--- config.mk ---
export PLATFORM = sky130hd
export DESIGN_NAME = pio_port7
export DESIGN_NICKNAME = d
export VERILOG_FILES = /design/src/rtl/pio_pkg.sv /design/src/rtl/pio_regs.sv /design/src/rtl/pio_sync.sv /design/src/rtl/pio_padmux.sv /design/src/rtl/pio_rdmux.sv /design/src/rtl/pio_port7.sv
export SDC_FILE = /design/constraint.sdc
export NUM_CORES = 1
export LEC_CHECK = 0
export BUFFER_PORTS_ARGS = -buffer_cell sky130_fd_sc_hd__buf_2
export CORE_ASPECT_RATIO = 2
export CORE_MARGIN = 1
export CORE_UTILIZATION = 35
export DETAILED_ROUTE_END_ITERATION = 10
export SLEW_MARGIN = 10
export SYNTH_ARGS = -nofsm -noshare
export SYNTH_HDL_FRONTEND = slang
export SYNTH_SLANG_ARGS = --single-unit
--- constraint.sdc ---
create_clock -name clk -period 0.9 [get_ports clk]
set_input_delay 0.09 -clock clk [delete_from_list [all_inputs] [get_ports clk]]
set_output_delay 0.09 -clock clk [all_outputs]
set_load 0.01 [all_outputs]
--- src/rtl/pio_pkg.sv ---
package pio_pkg;

    localparam int PORT_W = 7;
    localparam int DATA_W = 8;
    localparam int SEL_W  = 2;

    typedef enum logic [SEL_W-1:0] {
        SEL_DATA = 2'd0,
        SEL_DIR  = 2'd1,
        SEL_CTRL = 2'd2,
        SEL_NONE = 2'd3
    } pio_sel_e;

    typedef struct packed {
        logic              fn_io;
        logic [PORT_W-1:0] pue;
        logic [PORT_W-1:0] dir;
        logic [PORT_W-1:0] latch;
    } pio_cfg_t;

    typedef struct packed {
        logic [PORT_W-1:0] oe;
        logic [PORT_W-1:0] out;
        logic [PORT_W-1:0] pu;
    } pio_pad_t;

    function automatic logic [PORT_W-1:0] pu_gate(input logic [PORT_W-1:0] pue,
                                                  input logic [PORT_W-1:0] dir);
        return pue & ~dir;
    endfunction

    function automatic logic [PORT_W-1:0] pin_view(input logic [PORT_W-1:0] dir,
                                                   input logic [PORT_W-1:0] latch,
                                                   input logic [PORT_W-1:0] pin);
        return (dir & latch) | (~dir & pin);
    endfunction

endpackage

--- src/rtl/pio_regs.sv ---
module pio_regs
    import pio_pkg::*;
(
    input  logic              clk,
    input  logic              rst,
    input  logic              wr,
    input  pio_sel_e          sel,
    input  logic [DATA_W-1:0] wdata,
    output pio_cfg_t          cfg
);

    always_ff @(posedge clk) begin
        if (rst) begin
            cfg <= '0;
        end else if (wr) begin
            case (sel)
                SEL_DATA: cfg.latch <= wdata[PORT_W-1:0];
                SEL_DIR:  cfg.dir   <= wdata[PORT_W-1:0];
                SEL_CTRL: begin
                    cfg.fn_io <= wdata[DATA_W-1];
                    cfg.pue   <= wdata[PORT_W-1:0];
                end
                default: ;
            endcase
        end
    end

    p_reset_clear_r1: assert property (@(posedge clk) rst |=> (cfg == '0));

    p_dir_write_r2: assert property (@(posedge clk) disable iff (rst)
        (wr && sel == SEL_DIR) |=> (cfg.dir == $past(wdata[PORT_W-1:0])));

    p_latch_write_r2: assert property (@(posedge clk) disable iff (rst)
        (wr && sel == SEL_DATA) |=> (cfg.latch == $past(wdata[PORT_W-1:0])));

    p_ctrl_hold_r4: assert property (@(posedge clk) disable iff (rst)
        !(wr && sel == SEL_CTRL) |=> $stable({cfg.fn_io, cfg.pue}));

endmodule

--- src/rtl/pio_sync.sv ---
module pio_sync #(
    parameter int WIDTH  = 7,
    parameter int STAGES = 2
) (
    input  logic             clk,
    input  logic             rst,
    input  logic [WIDTH-1:0] d,
    output logic [WIDTH-1:0] q
);

    localparam int CW = $clog2(STAGES + 1);

    logic [WIDTH-1:0] stage [STAGES];

    genvar k;
    generate
        for (k = 0; k < STAGES; k++) begin : g_stage
            always_ff @(posedge clk) begin
                if (rst) stage[k] <= '0;
                else if (k == 0) stage[k] <= d;
                else stage[k] <= stage[(k == 0) ? 0 : k-1];
            end
        end
    endgenerate

    assign q = stage[STAGES-1];

    logic [CW-1:0] since_rst;
    always_ff @(posedge clk) begin
        if (rst) since_rst <= '0;
        else if (since_rst != CW'(STAGES)) since_rst <= since_rst + 1'b1;
    end

    p_sync_lag_r6: assert property (@(posedge clk) disable iff (rst)
        (since_rst == CW'(STAGES)) |-> (q == $past(d, STAGES)));

endmodule

--- src/rtl/pio_padmux.sv ---
module pio_padmux
    import pio_pkg::*;
#(
    parameter int SHARED = PORT_W - 1
) (
    input  pio_cfg_t cfg,
    input  logic     rc_mode,
    input  logic     rc_clk,
    output pio_pad_t pad
);

    logic clk_out_mode;
    logic [PORT_W-1:0] pu_req;

    assign clk_out_mode = rc_mode & ~cfg.fn_io;
    assign pu_req       = pu_gate(cfg.pue, cfg.dir);

    genvar i;
    generate
        for (i = 0; i < PORT_W; i++) begin : g_pin
            if (i == SHARED) begin : g_shared
                always_comb begin
                    if (clk_out_mode) begin
                        pad.oe[i]  = 1'b1;
                        pad.out[i] = rc_clk;
                        pad.pu[i]  = 1'b0;
                    end else begin
                        pad.oe[i]  = cfg.dir[i];
                        pad.out[i] = cfg.latch[i];
                        pad.pu[i]  = pu_req[i];
                    end
                end
            end else begin : g_plain
                assign pad.oe[i]  = cfg.dir[i];
                assign pad.out[i] = cfg.latch[i];
                assign pad.pu[i]  = pu_req[i];
            end
        end
    endgenerate

    always_comb begin
        p_pu_out_excl_r8: assert ((pad.pu & pad.oe) == '0);
    end

endmodule

--- src/rtl/pio_rdmux.sv ---
module pio_rdmux
    import pio_pkg::*;
(
    input  pio_sel_e          sel,
    input  pio_cfg_t          cfg,
    input  logic [PORT_W-1:0] pin_sync,
    output logic [DATA_W-1:0] rdata
);

    always_comb begin
        case (sel)
            SEL_DATA: rdata = {1'b0, pin_view(cfg.dir, cfg.latch, pin_sync)};
            SEL_DIR:  rdata = {1'b0, cfg.dir};
            SEL_CTRL: rdata = {cfg.fn_io, cfg.pue};
            default:  rdata = '0;
        endcase
    end

endmodule

--- src/rtl/pio_port7.sv ---
module pio_port7
    import pio_pkg::*;
#(
    parameter int SYNC_STAGES = 2,
    parameter int SHARED_PIN  = PORT_W - 1
) (
    input  logic              clk,
    input  logic              rst,
    input  logic [SEL_W-1:0]  bus_sel,
    input  logic              bus_wr,
    input  logic [DATA_W-1:0] bus_wdata,
    output logic [DATA_W-1:0] bus_rdata,
    input  logic              rc_mode,
    input  logic              rc_clk,
    input  logic [PORT_W-1:0] pin_in,
    output logic [PORT_W-1:0] pad_oe,
    output logic [PORT_W-1:0] pad_out,
    output logic [PORT_W-1:0] pad_pu
);

    pio_sel_e          sel;
    pio_cfg_t          cfg;
    pio_pad_t          pad;
    logic [PORT_W-1:0] pin_sync;

    assign sel = pio_sel_e'(bus_sel);

    pio_regs u_regs (
        .clk   (clk),
        .rst   (rst),
        .wr    (bus_wr),
        .sel   (sel),
        .wdata (bus_wdata),
        .cfg   (cfg)
    );

    pio_sync #(.WIDTH(PORT_W), .STAGES(SYNC_STAGES)) u_sync (
        .clk (clk),
        .rst (rst),
        .d   (pin_in),
        .q   (pin_sync)
    );

    pio_padmux #(.SHARED(SHARED_PIN)) u_padmux (
        .cfg     (cfg),
        .rc_mode (rc_mode),
        .rc_clk  (rc_clk),
        .pad     (pad)
    );

    pio_rdmux u_rdmux (
        .sel      (sel),
        .cfg      (cfg),
        .pin_sync (pin_sync),
        .rdata    (bus_rdata)
    );

    assign pad_oe  = pad.oe;
    assign pad_out = pad.out;
    assign pad_pu  = pad.pu;

    p_clk_pin_r9: assert property (@(posedge clk) disable iff (rst)
        (rc_mode && !bus_rdata[DATA_W-1] && sel == SEL_CTRL)
            |-> (pad_oe[SHARED_PIN] && !pad_pu[SHARED_PIN]));

endmodule

==> results of run 1 <==
-- state kept, by name (all words and copies together), names as in the netlist --
signal / cells
u_sync.stage: 14
u_regs.cfg: 22
-- worst reg2reg max path, stage by stage, from the launching register on --
cell and delay (ps):
dfxtp_2 340, buf_6 120, buf_6 110, buf_6 110, nand2b_4 50, mux2i_1 50
-- area by class of cell --
cell class              instances  area, sq um  share of cell area
clock buffers                   5         68.8              0.0261
well taps                      57         71.3              0.0271
repair buffers                 89          788               0.299
flip-flops and latches         36          747               0.283
clock inverters                 2         12.5             0.00475
multi-input cells             111          947               0.359
-- synthesized netlist by cell type --
cell type   n
dfxtp_1    36
nand2b_1   30
nor3b_4     1
and2_1      1
a221o_1     7
buf_8       1
nand3b_2    1
mux2_2      1
nor2b_1    22
nor4b_1     7
buf_4      12
buf_6       3
clkbuf_1    5
nor3b_1     1
mux2i_1    22
or3b_1      1
buf_2       1
nand3b_1    1
and3b_1     1
or2_2       8
and2b_1     7
-- metal layers --
| layer | global-route usage | part of all wire | wire, um | vias up |
|---|---|---|---|---|
| met5 | 0 | 0 | 0 | - |
| met4 | 0.0686 | 0.016 | 61 | 0 |
| met3 | 0.0360 | 0.034 | 131 | 5 |
| met2 | 0.256 | 0.53 | 2000 | 30 |
| met1 | 0.169 | 0.42 | 1610 | 635 |
| li1 | - | - | - | 699 |
-- through the flow --
| stage | hold slack (ps) | TNS, ps | worst slack [ps] | area, sq um | power, mW |
|---|---|---|---|---|---|
| 4_1_cts | 0.633 | -5790 | -470 | 2490 | 3.37 |
| 6_report | 9.00 | -5630 | -465 | 2640 | 3.38 |
| 2_1_floorplan | 218 | -509 | -80.6 | 1780 | 2.02 |
| 3_3_place_gp | 300 | -4490 | -261 | 2210 | 2.21 |
| 5_1_grt | 7.84 | -6700 | -500 | 2640 | 3.54 |
| 3_5_place_dp | 302 | -4750 | -272 | 2210 | 2.22 |
-- what timing repair did --
action	CTS	global route
pin swaps	9	0
endpoints found under the setup margin	29	29
buffers inserted	2	13
resized for setup	48	23
hold buffers	0	0
-- cell usage in the layout, fill, tap and decap left out, drive strengths merged --
| master | count |
|---|---|
| mux2 | 1 |
| nor3b | 2 |
| and2 | 1 |
| clkinv | 1 |
| clkbuf | 5 |
| nand2b | 30 |
| and2b | 7 |
| nor4b | 7 |
| and3b | 1 |
| buf | 89 |
| nand3b | 2 |
| nor2b | 22 |
| or2 | 8 |
| clkinvlp | 1 |
| or3b | 1 |
| dfxtp | 36 |
| mux2i | 22 |
| a221o | 7 |
-- kinds of logic after synthesis --
logic type,Yosys count,share of synthesized area
buf+inv,22,0.0933
simple gates,81,0.320
compound gates,7,0.0402
flops,36,0.413
mux,23,0.133
-- power by group through the flow --
stage                     sequential [mW]  combinational [mW]  clock, mW
after floorplan                      1.72               0.303          0
after CTS                            1.70               0.558       1.12
after global routing                 1.70               0.644       1.20
after detailed placement             1.72               0.492          0
final                                1.70               0.595       1.09
after global placement               1.72               0.488          0
-- how the worst max path moves through the flow --
stage             startpoint      endpoint  slack [ps]  cells after the start
2_1_floorplan  u_regs.cfg[1]  bus_rdata[1]         -80                      2
3_3_place_gp      bus_sel[0]  bus_rdata[4]        -260                      5
3_5_place_dp      bus_sel[0]  bus_rdata[0]        -270                      5
4_1_cts        u_regs.cfg[0]  bus_rdata[0]        -470                      3
5_1_grt        u_regs.cfg[2]  bus_rdata[2]        -500                      3
6_report       u_regs.cfg[0]  bus_rdata[0]        -470                      3
==> impl_metrics.toml, run 1 <==
[sta]
max-slew-margin-rel = 0.819
max_freq_ghz = 0.732
fin_ws_ps = -465
rsz0062_at_grt = "true"
finalSetupViolCount = 29
worst_slew_pin_slew_ps = 268
period_share = 1.52
finalMaxSlewViolations = 0
fin_skew_ps = 1.76
fin_crit_ps = 1370
hold_viol_final = 0

[min_path]
hold_class = "input port to register"
whs_path_depth = 2
hp-start = "pin_in[3]"
min_to = "u_sync.stage[0][3]"

[finish]
post_layout_nonfiller_instances = 300
area_growth_syn_to_layout_pct = 51.2
fin_nets = 265
diodes = 0
fin_util = 0.547
drive_above_1_share = 0.560
final.fill_count = 438

[detailed_routing]
dr.pass1.iters = 2
ant_nets = 0
vias = 1369
drt_iter0_drc = 10
wire_per_inst_um = 12.7
drc = 0
finalWirelength_um = 3800
via_per_inst = 4.56

[placed_design]
globalplace.congestion = 0.716
io_buffers = 50
dp.cells = 284
post-dp-hpwl_um = 2620

[cts]
cts.sinks = 36
clk_pin_slew_worst_paths_ps = 70
cts_htree_levels = 2
root_buffer = "clkbuf_8"
max-clock-path-buffers = 2
clock_latency_ps = 290
cts_made_buffers = 5
cts_tree = "yes"

[critical_path]
slowest_delay_ps = 330
cp_num_buf_inv = 1
cpLargestDelayFamily = "flip-flops"
rr_endpoint = "u_regs.cfg[9]"
critPathSlowestCell = "dfxtp_2"
end_kind = "primary output"
worstReg2RegStart = "u_regs.cfg[9]"
arrival_ps = 1280
startpoint_type = "register"
cp.required_ps = 810
rrSetupSlack_ps = 10
crit_type = "register to primary output"
ff2ff_path_depth = 5
crit_chain = "or2_4 -> a221o_1 -> buf_2"
path_max_fanout = 2

[grt]
grt_pass1_wl_um = 5820
grt_overflow = 0
grt_pass1_vias = 1271
grt_max_degree = 45
antenna_found_initial = 0
grtUsageTotal = 0.150

[synthesis]
synth-seq-cells = 36
yosysTopAreaCell = "dfxtp_1"
syn_nets = 191
synthCells = 169
yosysUniqueCellTypes = 21
synth_area_sq_mm = 0.00174
avgSynthCellArea_sq_um = 10.3
ys_seq_area_frac = 0.413
ys.warnings.count = 0
ys_top_cells_by_area = "dfxtp_1 41%, mux2i_1 13%, nand2b_1 11%, nor2b_1 7.9%, buf_4 5.2%"
netlist.area_leader.share = 0.413

[power_and_ir_drop]
seqPwrFrac = 0.502
power_density_mw_per_mm2 = 1280
ir_drop_mv = 1.12
p_sw_uw = 828
p_int_mw = 2.55
swShare = 0.245
combPwrFrac = 0.176
clock_power_share = 0.322
p_leak_nw = 1.25

[floorplan]
die_x_um = 51.9
ios = 51
fp.dieH_um = 102
initial_core_util = 0.362
row_count = 36
core_area_sq_mm = 0.00482
die-area_sq_mm = 0.00528

[status]
status = "finished, violations left"
failed_checks = "negative setup slack"

[flow_run]
drv_cap = 0
Power figures use the tool's default switching activity.
==> inputs of run 2 (changes only) <==
--- a/config.mk
+++ b/config.mk
@@ -10,6 +10,7 @@
 export CORE_MARGIN = 1
 export CORE_UTILIZATION = 35
 export DETAILED_ROUTE_END_ITERATION = 10
+export REMOVE_ABC_BUFFERS = 1
 export SLEW_MARGIN = 10
 export SYNTH_ARGS = -nofsm -noshare
 export SYNTH_HDL_FRONTEND = slang
==> constraint.sdc (replaced) <==
create_clock -name clk -period 1.2 [get_ports clk]
set_input_delay 0.12 -clock clk [delete_from_list [all_inputs] [get_ports clk]]
set_output_delay 0.12 -clock clk [all_outputs]
set_load 0.01 [all_outputs]
==> run 2 against run 1 <==
Effect of this change: the flow finishes with violations (design-rule violations, negative setup slack); sequential share of layout area grew 4.1 points; core utilization shrank 7.6 points; count of clock-buffer cells in the layout grew 1; die area is the same; combinational power shrank 39%; first-iteration DRC count shrank 10%; power shrank 25%; via count shrank 4.1%; non-clock buffer count shrank 20; setup slack gained 260 ps; clock power shrank 19%.
==> impl_metrics.toml, run 2 (synthesized netlist as in run 1, its figures left out) <==
[placed_design]
dp.cells = 269
globalplace.congestion = 0.698
preCtsSetupSlack_ps = -19.8
dpl_cell_area_sq_mm = 0.00205
io_buffers = 50
post-dp-hpwl_um = 2630

[detailed_routing]
finalWirelength_um = 3680
drt_iter0_drc = 9
ant_nets = 0
vias = 1313
via_per_inst = 4.67
wire_per_inst_um = 13.1
drc = 1
dr.pass1.iters = 7

[grt]
met1_usage = 0.180
grt_pass1_wl_um = 5720
grt_pass1_vias = 1153
antenna_found_initial = 0
grt_overflow = 0
grt_max_degree = 45
grtUsageTotal = 0.151
top_usage_layer = "met2"
grt.met2_usage = 0.251
use_met3 = 0.0360

[finish]
post_layout_nonfiller_instances = 281
final_common_cell = "buf_2"
regMostFlops = "u_regs.cfg"
largest_register_ffs = 22
mostFrequentLayoutCells = "48 x buf_2, 30 x nand2b_1, 23 x dfxtp_1"
ff_latch_area_sq_um = 737
drive_above_1_share = 0.478
fin_util = 0.471
diodes = 0
final.fill_count = 477
multi_input_area_sq_um = 921
area_growth_syn_to_layout_pct = 30.2
fin_area_sq_mm = 0.00227
largestRegisters = "u_regs.cfg x22, u_sync.stage x14"
fin_nets = 245

[critical_path]
path_max_fanout = 2
end_kind = "primary output"
startpoint_type = "register"
cp.required_ps = 1080
crit_type = "register to primary output"
arrival_ps = 1280

[cts]
max-clock-path-buffers = 2
clock_latency_ps = 290
root_buffer = "clkbuf_8"
postCtsHoldBufs = 0
cts_htree_levels = 2
cts.sinks = 36
cts_made_buffers = 5
cts_tree = "yes"
clk_pin_slew_worst_paths_ps = 70

[flow_run]
drv_cap = 0

[status]
failed_checks = "design-rule violations, negative setup slack"
status = "finished, violations left"

[sta]
rsz0062_at_grt = "true"
holdWs_ps = 37.8
max-slew-margin-rel = 0.800
hold_viol_final = 0
fin_setup_tns_ps = -1440
period_share = 1.17
max_freq_ghz = 0.714
finalMaxSlewViolations = 0
fin_crit_ps = 1400
worst_slew_pin_slew_ps = 299
fin_skew_ps = 6.64
finalSetupViolCount = 10
fin_ws_ps = -200

[power_and_ir_drop]
p_total_mw = 2.52
power_density_mw_per_mm2 = 1110
ir_drop_mv = 0.786
p_leak_nw = 1.12

[floorplan]
ios = 51
core_area_sq_mm = 0.00482
die-area_sq_mm = 0.00528
fp.dieH_um = 102
die_x_um = 51.9
row_count = 36
initial_core_util = 0.362

[min_path]
hold_class = "input port to register"
## run 2: layout make-up
cell class	count	share of cell area
multi-input combinational	111	0.406
sequential	36	0.325
timing repair buffer	69	0.197
clock buffer	6	0.0364
tap	57	0.0314
clock inverter	2	0.00441
## run 2: per-layer routing
metal / part of all wire / vias to the layer above
li1: - / 660
met1: 0.38 / 620
met2: 0.56 / 27
met3: 0.034 / 6
met4: 0.018 / 0
met5: 0 / -
## run 2: path summary, 6_finish.rpt
kind                        end  cells after the start                from  slack [ps]
min          u_sync.stage[0][5]                      2           pin_in[5]          40
max                bus_rdata[0]                      3       u_regs.cfg[0]        -200
min reg2reg  u_sync.stage[1][5]                      1  u_sync.stage[0][5]         440
max reg2reg       u_regs.cfg[6]                      3       u_regs.cfg[6]         480
## run 2: power by group
group	leakage (nW)	internal (mW)	total, mW	switching (mW)
Sequential	0.301	1.24	1.27	0.0277
Clock	0.0510	0.458	0.887	0.429
Combinational	0.766	0.210	0.362	0.153
Total	1.12	1.91	2.52	0.609
## run 2: critical path, cell delays in order (launching register included)
cell and delay [ps]:
dfxtp_2 320, or2_4 210, a221o_1 320, buf_2 140
## run 2: timing repair
action,in CTS,in global routing
endpoints found under the setup margin,10,10
resized for setup,21,11
pin swaps,14,7
buffers inserted,4,0
